`config.mk`:
```
export PLATFORM = sky130hd
export DESIGN_NAME = cpwm_timer
export DESIGN_NICKNAME = d
export VERILOG_FILES = /design/src/rtl/cpwm_pkg.sv /design/src/rtl/cpwm_regs.sv /design/src/rtl/cpwm_counter.sv /design/src/rtl/cpwm_channel.sv /design/src/rtl/cpwm_timer.sv
export SDC_FILE = /design/constraint.sdc
export NUM_CORES = 1
export LEC_CHECK = 0
export ABC_CLOCK_PERIOD_IN_PS = 3680
export BUFFER_PORTS_ARGS = -buffer_cell sky130_fd_sc_hd__buf_2
export CAP_MARGIN = 20
export CORE_ASPECT_RATIO = 1.2
export CORE_UTILIZATION = 50
export DETAILED_ROUTE_END_ITERATION = 12
export PLACE_DENSITY = 0.63
export SETUP_SLACK_MARGIN = 0.05
export SLEW_MARGIN = 40
export SYNTH_ARGS = -nofsm -noshare
export SYNTH_HDL_FRONTEND = slang
export SYNTH_SLANG_ARGS = --single-unit
export TNS_END_PERCENT = 10
```
`constraint.sdc`:
```
create_clock -name clk -period 3.68 [get_ports clk]
set_input_delay 0.368 -clock clk [delete_from_list [all_inputs] [get_ports clk]]
set_output_delay 0.368 -clock clk [all_outputs]
set_load 0.01 [all_outputs]
```
`src/rtl/cpwm_pkg.sv`:
```
package cpwm_pkg;
  // Per-channel control word: output select in [1:0], interrupt enable in [2]
  typedef struct packed {
    logic       ie;
    logic [1:0] osel;
  } chan_ctl_t;

  localparam int CTL_W     = 3;
  localparam int ADR_START = 0;
  localparam int ADR_TOP   = 1;
  localparam int ADR_CLR   = 2;
  localparam int ADR_CH0   = 4;
endpackage

```
`src/rtl/cpwm_regs.sv`:
```
module cpwm_regs
  import cpwm_pkg::*;
#(
  parameter int NCH = 4,
  parameter int CW  = 16,
  parameter int AW  = 4
) (
  input  logic                    clk,
  input  logic                    rst,
  input  logic                    wr_en,
  input  logic [AW-1:0]           wr_addr,
  input  logic [CW-1:0]           wr_data,
  input  logic                    load,
  output logic [CW-1:0]           start_q,
  output logic [CW-1:0]           top_q,
  output logic [NCH-1:0][CW-1:0]  thr_q,
  output chan_ctl_t [NCH-1:0]     ctl_q,
  output logic [NCH-1:0]          clr_mask
);
  logic [CW-1:0] top_hold;

  always_ff @(posedge clk) begin
    if (rst) begin
      start_q  <= '0;
      top_q    <= '0;
      top_hold <= '0;
    end else begin
      if (wr_en && wr_addr == AW'(ADR_START)) start_q <= wr_data;
      if (wr_en && wr_addr == AW'(ADR_TOP))   top_hold <= wr_data;
      if (load) top_q <= top_hold;
    end
  end

  assign clr_mask = (wr_en && wr_addr == AW'(ADR_CLR)) ? wr_data[NCH-1:0] : '0;

  for (genvar i = 0; i < NCH; i++) begin : g_ch
    localparam logic [AW-1:0] A_THR = AW'(ADR_CH0 + 2*i);
    localparam logic [AW-1:0] A_CTL = AW'(ADR_CH0 + 2*i + 1);
    logic [CW-1:0] thr_hold;

    always_ff @(posedge clk) begin
      if (rst) begin
        thr_hold <= '0;
        thr_q[i] <= '0;
        ctl_q[i] <= '0;
      end else begin
        if (wr_en && wr_addr == A_THR) thr_hold <= wr_data;
        if (load) thr_q[i] <= thr_hold;
        if (wr_en && wr_addr == A_CTL) ctl_q[i] <= chan_ctl_t'(wr_data[CTL_W-1:0]);
      end
    end

    assert_thr_hold_R8: assert property (@(posedge clk) disable iff (rst)
      !load |=> thr_q[i] == $past(thr_q[i]));
  end

  assert_top_hold_R8: assert property (@(posedge clk) disable iff (rst)
    !load |=> top_q == $past(top_q));
endmodule

```
`src/rtl/cpwm_counter.sv`:
```
module cpwm_counter #(
  parameter int CW = 16
) (
  input  logic          clk,
  input  logic          rst,
  input  logic [CW-1:0] start_q,
  input  logic [CW-1:0] top_q,
  output logic [CW-1:0] cnt_q,
  output logic          up_q,
  output logic          run,
  output logic          at_top,
  output logic          at_start,
  output logic          load
);
  assign run      = top_q > start_q;
  assign at_top   = run && cnt_q == top_q;
  assign at_start = run && cnt_q == start_q;
  assign load     = at_top || !run;

  always_ff @(posedge clk) begin
    if (rst) begin
      cnt_q <= '0;
      up_q  <= 1'b1;
    end else if (!run) begin
      cnt_q <= start_q;
      up_q  <= 1'b1;
    end else if (up_q) begin
      if (cnt_q >= top_q) begin
        up_q  <= 1'b0;
        cnt_q <= cnt_q - 1'b1;
      end else begin
        cnt_q <= cnt_q + 1'b1;
      end
    end else begin
      if (cnt_q <= start_q) begin
        up_q  <= 1'b1;
        cnt_q <= cnt_q + 1'b1;
      end else begin
        cnt_q <= cnt_q - 1'b1;
      end
    end
  end

  assert_turn_down_R1: assert property (@(posedge clk) disable iff (rst)
    at_top |=> !up_q);
  assert_up_step_R1: assert property (@(posedge clk) disable iff (rst)
    (run && up_q && cnt_q < top_q) |=> cnt_q == $past(cnt_q) + 1'b1);
  assert_turn_up_R1: assert property (@(posedge clk) disable iff (rst)
    (at_start && !up_q) |=> up_q);
endmodule

```
`src/rtl/cpwm_channel.sv`:
```
module cpwm_channel
  import cpwm_pkg::*;
#(
  parameter int CW = 16
) (
  input  logic          clk,
  input  logic          rst,
  input  logic [CW-1:0] cnt_q,
  input  logic          up_q,
  input  logic          run,
  input  logic          at_top,
  input  logic          at_start,
  input  logic [CW-1:0] thr,
  input  chan_ctl_t     ctl,
  input  logic          clr,
  output logic          pwm,
  output logic          oe,
  output logic          flag_q
);
  logic hit, set_ev, clr_ev, lvl_q;

  assign hit    = run && cnt_q == thr;
  // At the top the pulse is switched on; at the start value it is switched off
  assign set_ev = hit && ((!up_q && !at_start) || at_top);
  assign clr_ev = hit && ((up_q && !at_top) || at_start);

  always_ff @(posedge clk) begin
    if (rst) begin
      lvl_q  <= 1'b0;
      flag_q <= 1'b0;
    end else begin
      if (set_ev)      lvl_q <= 1'b1;
      else if (clr_ev) lvl_q <= 1'b0;
      if (hit)         flag_q <= 1'b1;
      else if (clr)    flag_q <= 1'b0;
    end
  end

  assign oe  = |ctl.osel;
  assign pwm = ctl.osel[0] ? ~lvl_q : (ctl.osel[1] & lvl_q);

  assert_lvl_moves_on_match_R2: assert property (@(posedge clk) disable iff (rst)
    (lvl_q != $past(lvl_q)) |-> $past(hit));
  assert_flag_sticky_R4: assert property (@(posedge clk) disable iff (rst)
    (flag_q && !clr) |=> flag_q);
  assert_released_quiet_R6: assert property (@(posedge clk) disable iff (rst)
    !oe |-> !pwm);
endmodule

```
`src/rtl/cpwm_timer.sv`:
```
module cpwm_timer
  import cpwm_pkg::*;
#(
  parameter int  NCH = 4,
  parameter int  CW  = 16,
  localparam int AW  = $clog2(ADR_CH0 + 2*NCH)
) (
  input  logic           clk,
  input  logic           rst,
  input  logic           wr_en,
  input  logic [AW-1:0]  wr_addr,
  input  logic [CW-1:0]  wr_data,
  output logic [NCH-1:0] pwm_out,
  output logic [NCH-1:0] pwm_oe,
  output logic [NCH-1:0] flag,
  output logic           irq
);
  logic [CW-1:0]          start_q, top_q, cnt_q;
  logic [NCH-1:0][CW-1:0] thr_q;
  chan_ctl_t [NCH-1:0]    ctl_q;
  logic [NCH-1:0]         clr_mask, ie_vec;
  logic                   up_q, run, at_top, at_start, load;

  cpwm_regs #(.NCH(NCH), .CW(CW), .AW(AW)) u_regs (
    .clk(clk), .rst(rst), .wr_en(wr_en), .wr_addr(wr_addr), .wr_data(wr_data),
    .load(load), .start_q(start_q), .top_q(top_q), .thr_q(thr_q),
    .ctl_q(ctl_q), .clr_mask(clr_mask)
  );

  cpwm_counter #(.CW(CW)) u_cnt (
    .clk(clk), .rst(rst), .start_q(start_q), .top_q(top_q), .cnt_q(cnt_q),
    .up_q(up_q), .run(run), .at_top(at_top), .at_start(at_start), .load(load)
  );

  for (genvar i = 0; i < NCH; i++) begin : g_chan
    cpwm_channel #(.CW(CW)) u_chan (
      .clk(clk), .rst(rst), .cnt_q(cnt_q), .up_q(up_q), .run(run),
      .at_top(at_top), .at_start(at_start), .thr(thr_q[i]), .ctl(ctl_q[i]),
      .clr(clr_mask[i]), .pwm(pwm_out[i]), .oe(pwm_oe[i]), .flag_q(flag[i])
    );
    assign ie_vec[i] = ctl_q[i].ie;
  end

  assign irq = |(flag & ie_vec);

  assert_irq_needs_flag_R5: assert property (@(posedge clk) disable iff (rst)
    irq |-> |flag);
  assert_reset_quiet_R10: assert property (@(posedge clk)
    $past(rst) |-> (flag == '0 && !irq && pwm_oe == '0));
endmodule

```
# Word level (Yosys, flattened, before mapping)
# Index checks and enable logic that the tools add are counted.
[op_classes]
addsub = 2
magnitude_cmp = 3
n_eq_ne = 16
muxes = 28
bitwise_logic = 10
reduce_logical = 49
[ops]
columns = ["op", "n"]
rows = [
  ["$eq A16 B16 Y1", 6],
  ["$mux W16", 4],
  ["$logic_and A1 B1 Y1", 27],
  ["$mux W1", 23],
  ["$add A16 B1 Y16 const B", 1],
  ["$eq A4 B3 Y1 const B", 4],
  ["$eq A4 B4 Y1 const B", 4],
  ["$ge A16 B16 Y1", 1],
  ["$gt A16 B16 Y1", 1],
  ["$le A16 B16 Y1", 1],
  ["$reduce_bool A2 Y1", 8],
  ["$sub A16 B1 Y16 const B", 1],
  ["$reduce_or A2 Y1", 5],
  ["$not A1 Y1", 5],
  ["$and A1 B1 Y1", 4],
  ["$and A4 B4 Y4", 1],
  ["$eq A4 B1 Y1 const B", 1],
  ["$eq A4 B2 Y1 const B", 1],
  ["$logic_not A1 Y1", 4],
  ["$logic_not A4 Y1", 1],
  ["$mux W4", 1],
  ["$reduce_or A4 Y1", 1],
  ["$logic_or A1 B1 Y1", 3],
]
[totals]
regBits = 213
input_bits = 23
output_inout_bits = 13
word_cells = 137

# Longest topological paths before layout
# Gate-level depths: netlist (run 1).
[depth]
word_depth = 8
mapped_depth = 12
depth_no_buf = 9

# Cells and area by module
# From an unflattened synthesis (run 1), not the netlist that was laid out.
[hier_totals]
cells_unflattened = 1142
area_unflattened_um2 = 10983.0
[by_module_without_submodules]
columns = ["mod", "instances", "cells_each", "area_per_inst_um2", "seq_area_each_um2"]
rows = [
  ["cpwm_regs", 1, 645, 7101.8, 3763.6],
  ["cpwm_counter", 1, 350, 2696.3, 340.3],
  ["cpwm_channel", 4, 36, 291.5, 40.0],
  ["cpwm_timer", 1, 3, 18.8, 0.0],
]

# Worst setup path before layout (run 1)
# No wires, ideal clock.
[synth_path]
path_kind = "register to register"
startpoint = "register u_cnt.cnt_q[0]"
endpoint = "register u_cnt.cnt_q[3]"
setup_time_ps = 122
t_arrival_ps = 2796
required_ps = 3558
path_slack_ps = 762
path_stages_with_launch = 13
path_buffers = 3
period_less_slack_ps = 2918
cell_sequence = "dfxtp_1 > clkbuf_1 > inv_1 > ha_1 > nand2b_1 > a2111oi_0 > o32ai_2 > or2_1 > buf_2 > buf_4 > a41oi_1 > a311oi_1 > a221o_1"
[synth_between]
elab_chain_len = 4
[synth_lines]
columns = ["element", "line_no", "rtl"]
rows = [
  ["start: declaration", "cpwm_counter.sv:8", "output logic [CW-1:0] cnt_q,"],
  ["start signal: assignment", "cpwm_counter.sv:25", "cnt_q <= start_q;"],
  ["start signal: assignment", "cpwm_counter.sv:30", "cnt_q <= cnt_q - 1'b1;"],
  ["start signal: assignment", "cpwm_counter.sv:32", "cnt_q <= cnt_q + 1'b1;"],
  ["$sub A16 B1 Y16 (tied with other cells)", "cpwm_counter.sv:30, cpwm_counter.sv:39", ""],
  ["$mux W16 (on tied branches)", "cpwm_counter.sv:35, cpwm_counter.sv:28", ""],
  ["$mux W16 (*)", "cpwm_counter.sv:27", "end else if (up_q) begin"],
  ["$mux W16 (*)", "cpwm_counter.sv:24", "end else if (!run) begin"],
]
# Mark *: on every way between the ends. The rest lies on a longest branch, timed or not.
# A chain may end at the register's enable or synchronous reset.

# Worst setup path in the final report (run 1)
[layout_path]
startpoint = "register u_cnt.cnt_q[14]"
endpoint = "register u_cnt.cnt_q[5]"
[layout_between]
elab_chain_len = 4
[layout_lines]
columns = ["element", "line_no"]
rows = [
  ["$le A16 B16 Y1 / $ge A16 B16 Y1 (equally long branches)", "cpwm_counter.sv:35, cpwm_counter.sv:28"],
  ["$mux W16 (on tied branches)", "cpwm_counter.sv:35, cpwm_counter.sv:28"],
  ["$mux W16 (*)", "cpwm_counter.sv:27"],
  ["$mux W16 (*)", "cpwm_counter.sv:24"],
]
# Marked as above.

==> flow_summary.ini, run 1 <==
[clocking]
clockBufferDepth = 3
clock_latency_ns = 0.51
clkSinkCount = 213
clockRootBuffer = clkbuf_16
path_clk_slew_ns = 0.07
cts_resized = 0
hold_buffers = 0
htree_num_levels = 1
post_cts_buffers = 0
cts_tree = built
cts_buffers = 22

[floorplanning]
core_area_mm2 = 0.0202
ios = 36
dieArea_mm2 = 0.0211
dieHeight_um = 159
start_util_pct = 50.9
die_w_um = 133
rows = 57

[flow_run]
maxCapViolCount = 0

[worst_hold_path]
hold_path.class = in2reg
holdCritStartpoint = wr_data[11]
min_to = u_regs.g_ch[2].thr_hold[11]$_SDFFE_PP0P_
hold_depth = 3

[yosys]
syn_inst = 1340
netlist_area_mm2 = 0.0103
synth_area_leaders = dfxtp_1, nand2_1, a21oi_1
synth.largest_area_cell = dfxtp_1
synth_nets = 1413
synthArstFlopShare_pct = 0
synth_edf_count = 0
synth_area_per_cell_um2 = 7.67
synth_cell_types = 59
ys_ff_latch = 213
ys.warnings.count = 0
ys.flop_type = dfxtp_1
ys_seq_area_share_pct = 41.5
synth_top_area_share_pct = 41.5

[critical_path]
worstPathArrival_ns = 3.71
critPathMaxFanout = 10
rrSetupSlack_ns = 0.37
crit_type = reg2reg
timing.rr.end = u_cnt.cnt_q[5]$_SDFF_PP0_
r2r-start = u_cnt.cnt_q[14]$_SDFF_PP0_
endpoint_kind = flip-flop
worst_ep_required_time_ns = 4.08
crit_path_start_kind = flip-flop
reg2reg_depth = 8

[timing]
setup_slack_ns = 0.370
period_share_pct = 89.9
worst_pin_slew_ns = 0.880
fin_hold_ws_ns = 0.185
skew_ns = 0.0112
setup_tns_ns = 0
rsz0062_at_grt = no
fmax_ghz = 0.302
slew_headroom_pct = 41.3
setup_viol = 0
slew_violations = 0
hold_viol = 0
fin_crit_ns = 3.31

[final_layout]
final_common_cell = nand2_1
fillers = 1965
n_antenna_cell = 0
multi_input_area_mm2 = 0.00547
drive_above_1_share_pct = 9.57
area_delta_synth_final_pct = 11.2
mostFrequentLayoutCells = nand2_1, a21oi_1, dfxtp_1, xnor2_1, ha_1
instances_no_fill = 1602
final_util_pct = 56.6
regArea_mm2 = 0.00426
nets = 1394

[routing]
drcViolationCount = 0
antenna_left = 0
initialDrtViolationCount = 645
wirelength_um = 30300
drtPass1Iterations = 5
avgViaCountPerCell = 5.73
avgRoutedWirePerCell_um = 18.9
vias = 9186

[power]
p_leak_uw = 0.00396
p_per_area_mw_per_mm2 = 686
peakVddDrop_mv = 0.513

[placed_design]
place_hpwl_um = 21000
place_inst = 1561
gp_congestion = 0.981
pre_cts_slack_ns = 0.397
portBuffers = 35

[global_routing]
grt_max_degree = 107
grt_pass1_wl_um = 47500
antenna_found_initial = 0
gr-total-overflow = 0
grt_pass1_vias = 8823
grt_usage_pct = 28.7

[outcome]
outcome = complete, no violations
final cells by class:
cell class,instances,area share (%)
multi-input cells,985,47.8
flip-flops and latches,213,37.3
clock buffers,29,5.67
repair buffers,62,3.86
well taps,265,2.90
inverters,37,1.21
clock inverters,11,1.20
power by group:
part	internal, uW	switching [uW]	leakage (uW)
combinational	1070	1820	0.00186
sequential	2410	151	0.00172
clock	1450	935	0.000383
logic make-up after synthesis:
kind of cell	synth area share, %
AOI/OAI and AO/OA	16.2
xor gates and xnor gates	5.54
adders and majority gates	6.08
and+or+nand+nor	24.7
muxes	0.389
DFF	41.5
buffers and inverters	5.68
synth_stat cells (5+ instances only):
master and count:
nor2_1 26, a32o_1 5, or2_2 9, nand4_1 32
buf_4 13, dfxtp_1 213, nand3_1 29, and3_1 6
a21oi_1 213, xnor2_1 65, and4_1 5, nor3_1 13
nand2_1 400, o21ai_0 21, clkbuf_1 88, o21a_1 5
nor4_1 11, nand2b_1 9, inv_1 37, or3_1 15
ha_1 50
state kept, by name (all words and copies together), names as in the netlist:
name and flops:
u_regs.g_ch.thr_hold 64, u_regs.top_hold 16, u_regs.start_q 16, u_cnt.cnt_q 16, g_chan.u_chan.lvl_q 4, u_regs.thr_q 64
g_chan.u_chan.flag_q 4, u_cnt.up_q 1, u_regs.ctl_q 12, u_regs.top_q 16
worst max path at each step:
stage / from / endpoint / depth (start not counted)
finish: u_cnt.cnt_q[14]$_SDFF_PP0_ / u_cnt.cnt_q[5]$_SDFF_PP0_ / 8
global route: u_cnt.cnt_q[0]$_SDFF_PP0_ / u_cnt.cnt_q[5]$_SDFF_PP0_ / 10
CTS: u_cnt.cnt_q[11]$_SDFF_PP0_ / u_cnt.cnt_q[12]$_SDFF_PP0_ / 9
detailed placement: u_cnt.cnt_q[11]$_SDFF_PP0_ / u_cnt.cnt_q[5]$_SDFF_PP0_ / 8
global placement: u_cnt.cnt_q[11]$_SDFF_PP0_ / u_cnt.cnt_q[5]$_SDFF_PP0_ / 8
floorplan: u_cnt.cnt_q[0]$_SDFF_PP0_ / u_cnt.cnt_q[3]$_SDFF_PP0_ / 12
per-stage QoR:
step	power [uW]	instance area, um2
after global routing	8220	11400
after CTS	7830	11400
after floorplan	4530	10300
final	7840	11400
after global placement	5420	10600
after detailed placement	5440	10600
critical path: stages, from the launching register on:
cell and delay [ns]:
dfxtp_1 0.46, ha_1 0.41, nand4_2 0.14, or4_4 0.57, o32ai_2 0.34, or2_1 0.35
a31oi_2 0.27, or3_1 0.40, a32o_1 0.25
routing by layer:
| metal | vias up | global-route usage, % | part of all wire, % |
|---|---|---|---|
| met1 | 4315 | 34.7 | 42 |
| li1 | 4504 | - | - |
| met3 | 96 | 3.50 | 4.3 |
| met2 | 271 | 49.4 | 48 |
| met5 | - | 0 | 0 |
| met4 | 0 | 15.8 | 5.4 |
Power figures use the tool's default switching activity.
==> run 2, diff against run 1 <==
--- a/config.mk
+++ b/config.mk
@@ -5,12 +5,15 @@
 export SDC_FILE = /design/constraint.sdc
 export NUM_CORES = 1
 export LEC_CHECK = 0
+export ABC_AREA = 1
 export ABC_CLOCK_PERIOD_IN_PS = 3680
 export BUFFER_PORTS_ARGS = -buffer_cell sky130_fd_sc_hd__buf_2
 export CAP_MARGIN = 20
 export CORE_ASPECT_RATIO = 1.2
 export CORE_UTILIZATION = 50
 export DETAILED_ROUTE_END_ITERATION = 12
+export GPL_TIMING_DRIVEN = 1
+export HOLD_SLACK_MARGIN = 0.15
 export PLACE_DENSITY = 0.63
 export SETUP_SLACK_MARGIN = 0.05
 export SLEW_MARGIN = 40
==> run 2 against run 1 <==
Clock-buffer cell count rose by 4. Via count fell by 5.5%. Synthesized cell count rose by 3.6%. Hold slack improved by 0.0065 ns. Synthesized area rose by 5.0%. First-iteration DRC count fell by 5.9%. Total power rose by 21%. Clock power fell by 7%. Critical path type unchanged. Critical endpoint is now u_regs.thr_q[40]$_SDFFE_PP0P_.
==> flow_summary.ini, run 2 <==
[final_layout]
instances_no_fill = 1658
final_common_cell = dfxtp_1
fillers = 2067
drive_above_1_share_pct = 13.0
multi_input_area_mm2 = 0.00538
area_delta_synth_final_pct = 7.78
n_antenna_cell = 0
regArea_mm2 = 0.00426
reg_top3 = u_regs.g_ch.thr_hold: 64 flops, u_regs.thr_q: 64 flops
mostFrequentLayoutCells = dfxtp_1, o21ai_0, a21oi_1, nand2_1, inv_1
nets = 1447
stdcell_area_mm2 = 0.0116
final_util_pct = 55.3

[placed_design]
portBuffers = 35
placed_cell_area_mm2 = 0.0109
place_inst = 1619
place_hpwl_um = 17700
gp_congestion = 0.921

[global_routing]
grt_pass1_vias = 7997
met1_usage_pct = 32.5
grt_max_degree = 121
antenna_found_initial = 0
grt_use_met3_pct = 2.99
gr-total-overflow = 0
grt_pass1_wl_um = 41700
grt.busiest_layer = met2
met2_usage_pct = 38.8
grt_usage_pct = 23.8

[floorplanning]
die_w_um = 136
start_util_pct = 51.3
core_area_mm2 = 0.0210
ios = 36
dieHeight_um = 163
rows = 58
dieArea_mm2 = 0.0222

[clocking]
clock_latency_ns = 0.51
clockBufferDepth = 3
cts_resized = 0
hold_buffers = 0
path_clk_slew_ns = 0.06
cts_tree = built
clkSinkCount = 213
clockRootBuffer = clkbuf_16
htree_num_levels = 1
post_cts_buffers = 0
cts_buffers = 23

[flow_run]
maxCapViolCount = 0

[power]
sw_frac_of_total_pct = 42.7
p_comb_share_pct = 45.7
pwr-share-seq_pct = 30.8
pwr-share-clk_pct = 23.5
p_int_uw = 5430
p_per_area_mw_per_mm2 = 815
p_leak_uw = 0.00461
switchingPower_uw = 4050
peakVddDrop_mv = 0.463

[critical_path]
worstPathArrival_ns = 3.33
critPathTopFamily = simple AND/OR/NAND/NOR gates
cp_num_buf_inv = 4
startpoint = u_regs.start_q[15]$_SDFFE_PP0P_
r2r-start = u_regs.start_q[15]$_SDFFE_PP0P_
critical_path_cell_count = 14
critPathMostFrequentCell = nand2_4
slowest_stage = inv_4
path_cells = inv_1 -> ha_1 -> nand2_1 -> nor2_2 -> nand4_1 -> clkinv_1 -> nand2_2 -> nand2_4 -> nand2_4 -> inv_4 -> nand2_8 -> buf_12 -> o21ai_0 -> a21oi_2
critPathMaxFanout = 68
endpoint_kind = flip-flop
crit_path_start_kind = flip-flop
worst_ep_required_time_ns = 4.07
crit_type = reg2reg
reg2reg_depth = 14
max_stage_delay_ns = 0.41

[routing]
avgRoutedWirePerCell_um = 15.5
drtPass1Iterations = 5
avgViaCountPerCell = 5.24
vias = 8683
initialDrtViolationCount = 607
wirelength_um = 25600
drcViolationCount = 0
antenna_left = 0

[yosys]
synth_top_area_share_pct = 39.5
ys_ff_latch = 213
synthArstFlopShare_pct = 0
synth_nets = 1461
synth_cell_types = 37
synth_edf_count = 0
yosysMostFrequentCell = dfxtp_1
ys.flop_type = dfxtp_1
netlist_area_mm2 = 0.0108
synth_area_per_cell_um2 = 7.77
synth.largest_area_cell = dfxtp_1
synth_area_leaders = dfxtp_1, o21ai_0, a21oi_1
syn_inst = 1388
ys_seq_area_share_pct = 39.5
ys.warnings.count = 0
ys_top_cells_by_count = dfxtp_1, o21ai_0, a21oi_1

[timing]
skew_ns = 0.0136
worst_pin_slew_ns = 0.763
slew_violations = 0
hold_viol = 0
period_share_pct = 79.8
rsz0062_at_grt = no
fin_hold_ws_ns = 0.192
setup_viol = 0
fmax_ghz = 0.340
fin_crit_ns = 2.94
slew_headroom_pct = 49.2
setup_tns_ns = 0

[worst_hold_path]
hold_path.class = in2reg
holdCritStartpoint = wr_data[3]
hold_depth = 3

[outcome]
outcome = complete, no violations
[run 2: worst paths after layout]
kind | slack, ns | endpoint
worst max-delay path | 0.74 | u_regs.thr_q[40]$_SDFFE_PP0P_
worst min register to register | 0.45 | u_regs.thr_q[39]$_SDFFE_PP0P_
worst max register to register | 0.74 | u_regs.thr_q[40]$_SDFFE_PP0P_
worst min-delay path | 0.19 | u_regs.top_hold[3]$_SDFFE_PP0P_
[run 2: kinds of logic (layout without fill, tap and decap cells)]
family	count (synthesis)	in the layout	synth area share [%]
AO/OA/AOI/OAI	427	427	22.0
XOR/XNOR	80	80	6.49
buffers and inverters	251	251	10.7
AND/OR/NAND/NOR	367	367	15.5
adder cells (fa/ha/maj)	50	50	5.80
flip-flops	213	213	39.5
[run 2: layout make-up]
type	instances	share of cell area, %
Multi-Input combinational cell	924	46.2
Sequential cell	213	36.7
Clock buffer	33	5.62
Inverter	162	5.27
Tap cell	270	2.90
Timing Repair Buffer	50	2.80
Clock inverter	6	0.516
[run 2: worst register-to-register path, cell delays in order, from the launching register on]
cell	delay (ns)
dfxtp_1	0.32
inv_1	0.07
ha_1	0.30
nand2_1	0.08
nor2_2	0.15
nand4_1	0.19
clkinv_1	0.10
nand2_2	0.07
nand2_4	0.07
nand2_4	0.16
inv_4	0.41
nand2_8	0.26
buf_12	0.28
o21ai_0	0.31
a21oi_2	0.05
[run 2: metrics by stage]
stage	setup slack [ns]	total power (uW)
after floorplan	1.79	6670
after global placement	0.810	7270
after detailed placement	0.800	7310
after CTS	0.756	9550
after global routing	0.556	10200
final	0.742	9480
[run 2: power groups by stage]
stage	Sequential [uW]	Combinational [uW]	Clock [uW]
6_report	2930	4330	2220
5_1_grt	2960	4870	2360
4_1_cts	2920	4360	2270
3_5_place_dp	2970	4340	0
3_3_place_gp	2970	4300	0
2_1_floorplan	2830	3840	0
[run 2: metal layers]
| layer | part of all wire (%) | routed length (um) | up-vias |
|---|---|---|---|
| met4 | 2.3 | 595 | 0 |
| met5 | 0 | 0 | - |
| li1 | - | - | 4546 |
| met3 | 3.9 | 1000 | 41 |
| met1 | 47 | 12100 | 3959 |
| met2 | 47 | 12000 | 137 |
==> run 3, diff against run 2 <==
--- a/config.mk
+++ b/config.mk
@@ -6,7 +6,7 @@
 export NUM_CORES = 1
 export LEC_CHECK = 0
 export ABC_AREA = 1
-export ABC_CLOCK_PERIOD_IN_PS = 3680
+export ABC_CLOCK_PERIOD_IN_PS = 2700
 export BUFFER_PORTS_ARGS = -buffer_cell sky130_fd_sc_hd__buf_2
 export CAP_MARGIN = 20
 export CORE_ASPECT_RATIO = 1.2
@@ -14,7 +14,7 @@
 export DETAILED_ROUTE_END_ITERATION = 12
 export GPL_TIMING_DRIVEN = 1
 export HOLD_SLACK_MARGIN = 0.15
-export PLACE_DENSITY = 0.63
+export PLACE_DENSITY = 0.66
 export SETUP_SLACK_MARGIN = 0.05
 export SLEW_MARGIN = 40
 export SYNTH_ARGS = -nofsm -noshare
==> constraint.sdc (replaced) <==
create_clock -name clk -period 2.7 [get_ports clk]
set_input_delay 0.27 -clock clk [delete_from_list [all_inputs] [get_ports clk]]
set_output_delay 0.27 -clock clk [all_outputs]
set_load 0.01 [all_outputs]
==> run 3 against run 2 <==
First-iteration DRC count down 13%. Final area up 2.4%. Clock-buffer cell count down 3. Total power up 40%. Flip-flop and latch count unchanged. Via count up 1.4%. Clock power up 45%. Hold slack worse by 0.026 ns. Non-clock buffer count up 23. Critical endpoint is now u_cnt.cnt_q[1]$_SDFF_PP0_. Critical path type unchanged.
==> flow_summary.ini, run 3 (synthesis results as in run 2) <==
[global_routing]
grt_max_degree = 72
grt_pass1_wl_um = 42300
antenna_found_initial = 1
grt_usage_pct = 24.1
gr-total-overflow = 0
grt_pass1_vias = 8358

[routing]
drtPass1Iterations = 4
avgViaCountPerCell = 5.24
vias = 8801
initialDrtViolationCount = 529
wirelength_um = 25900
avgRoutedWirePerCell_um = 15.4
antenna_left = 0
drcViolationCount = 0

[final_layout]
nets = 1469
final_common_cell = dfxtp_1
final_util_pct = 56.6
drive_above_1_share_pct = 14.1
mostFrequentLayoutCells = dfxtp_1, o21ai_0, a21oi_1, nand2_1, inv_1
area_delta_synth_final_pct = 10.4
instances_no_fill = 1681
reg_top3 = u_regs.g_ch.thr_hold: 64 flops, u_regs.thr_q: 64 flops
n_antenna_cell = 0

[placed_design]
place_inst = 1633
gp_congestion = 0.855
place_hpwl_um = 18100
portBuffers = 35

[floorplanning]
dieHeight_um = 163
ios = 36
core_area_mm2 = 0.0210
dieArea_mm2 = 0.0222
start_util_pct = 51.3
die_w_um = 136
rows = 58

[critical_path]
rrSetupSlack_ns = 0.22
endpoint_kind = flip-flop
critPathMaxFanout = 20
crit_path_start_kind = flip-flop
worstPathArrival_ns = 2.92
worst_ep_required_time_ns = 3.14
crit_type = reg2reg

[clocking]
cts_resized = 0
clock_latency_ns = 0.51
cts_tree = built
path_clk_slew_ns = 0.07
htree_num_levels = 1
clockBufferDepth = 3
clkSinkCount = 213
hold_buffers = 9
post_cts_buffers = 0
clockRootBuffer = clkbuf_16
cts_buffers = 22

[power]
p_per_area_mw_per_mm2 = 1120
peakVddDrop_mv = 0.690
p_leak_uw = 0.00476
finalPower_uw = 13300

[timing]
skew_ns = 0.0180
hold_viol = 0
fin_crit_ns = 2.48
rsz0062_at_grt = no
fin_hold_ws_ns = 0.165
period_share_pct = 92.0
fmax_ghz = 0.403
setup_tns_ns = 0
slew_headroom_pct = 47.5
slew_violations = 0
worst_pin_slew_ns = 0.787
setup_viol = 0

[outcome]
outcome = complete, no violations

[worst_hold_path]
hold_path.class = in2reg

[flow_run]
maxCapViolCount = 0
-- run 3: cell count changes in the layout (fill, tap and decap cells not counted) --
cell	before	now
buf_12	3	5
buf_4	12	24
bufinv_16	1	3
clkbuf_1	6	2
clkbuf_8	4	5
clkinv_1	5	6
clkinv_2	3	5
clkinvlp_4	2	1
dlygate4sd3_1	0	9
inv_1	152	151
-- run 3: worst max-delay path, stage by stage, from the launching register on --
cell and delay (ns):
dfxtp_1 0.63, ha_1 0.22, nand2_1 0.06, nor2_1 0.21
nand2_1 0.14, nor2_1 0.27, inv_1 0.14, nand2_2 0.13
nand2_1 0.05, buf_4 0.20, nand3_1 0.17, nand2_1 0.08
a21oi_1 0.13
-- run 3: area by class of cell --
| type | instances | area, um2 |
|---|---|---|
| clock inverter | 9 | 123 |
| clock buffer | 30 | 652 |
| timing repair buffer | 73 | 546 |
| inverter | 162 | 613 |
| tap | 270 | 338 |
| multi-input combinational | 924 | 5380 |
| sequential | 213 | 4260 |
| fill | 2011 | 9130 |
-- run 3: routing by layer --
layer,track usage (%),up-vias,wire [um]
li1,-,4592,-
met2,41.4,157,12400
met5,0,-,0
met4,6.52,0,524
met1,31.6,4009,12000
met3,2.77,43,961
-- run 3: path summary, 6_finish.rpt --
check	from	endpoint	depth (start not counted)
setup / recovery	u_cnt.cnt_q[13]$_SDFF_PP0_	u_cnt.cnt_q[1]$_SDFF_PP0_	12
hold / removal	wr_data[13]	u_regs.g_ch[2].thr_hold[13]$_SDFFE_PP0P_	3
setup reg to reg	u_cnt.cnt_q[13]$_SDFF_PP0_	u_cnt.cnt_q[1]$_SDFF_PP0_	12
hold reg to reg	u_regs.top_hold[1]$_SDFFE_PP0P_	u_regs.top_hold[1]$_SDFFE_PP0P_	2
-- run 3: report_power, final --
| group | internal, uW | switching (uW) |
|---|---|---|
| clock network | 1970 | 1250 |
| registers | 3590 | 330 |
| logic | 2220 | 3960 |
| total | 7780 | 5540 |
-- run 3: stage by stage --
| step | worst slack (ns) | instance area (um2) |
|---|---|---|
| 2_1_floorplan | 0.806 | 10800 |
| 3_3_place_gp | 0.251 | 11000 |
| 3_5_place_dp | 0.249 | 11000 |
| 4_1_cts | 0.239 | 11900 |
| 5_1_grt | 0.0514 | 11900 |
| 6_report | 0.216 | 11900 |
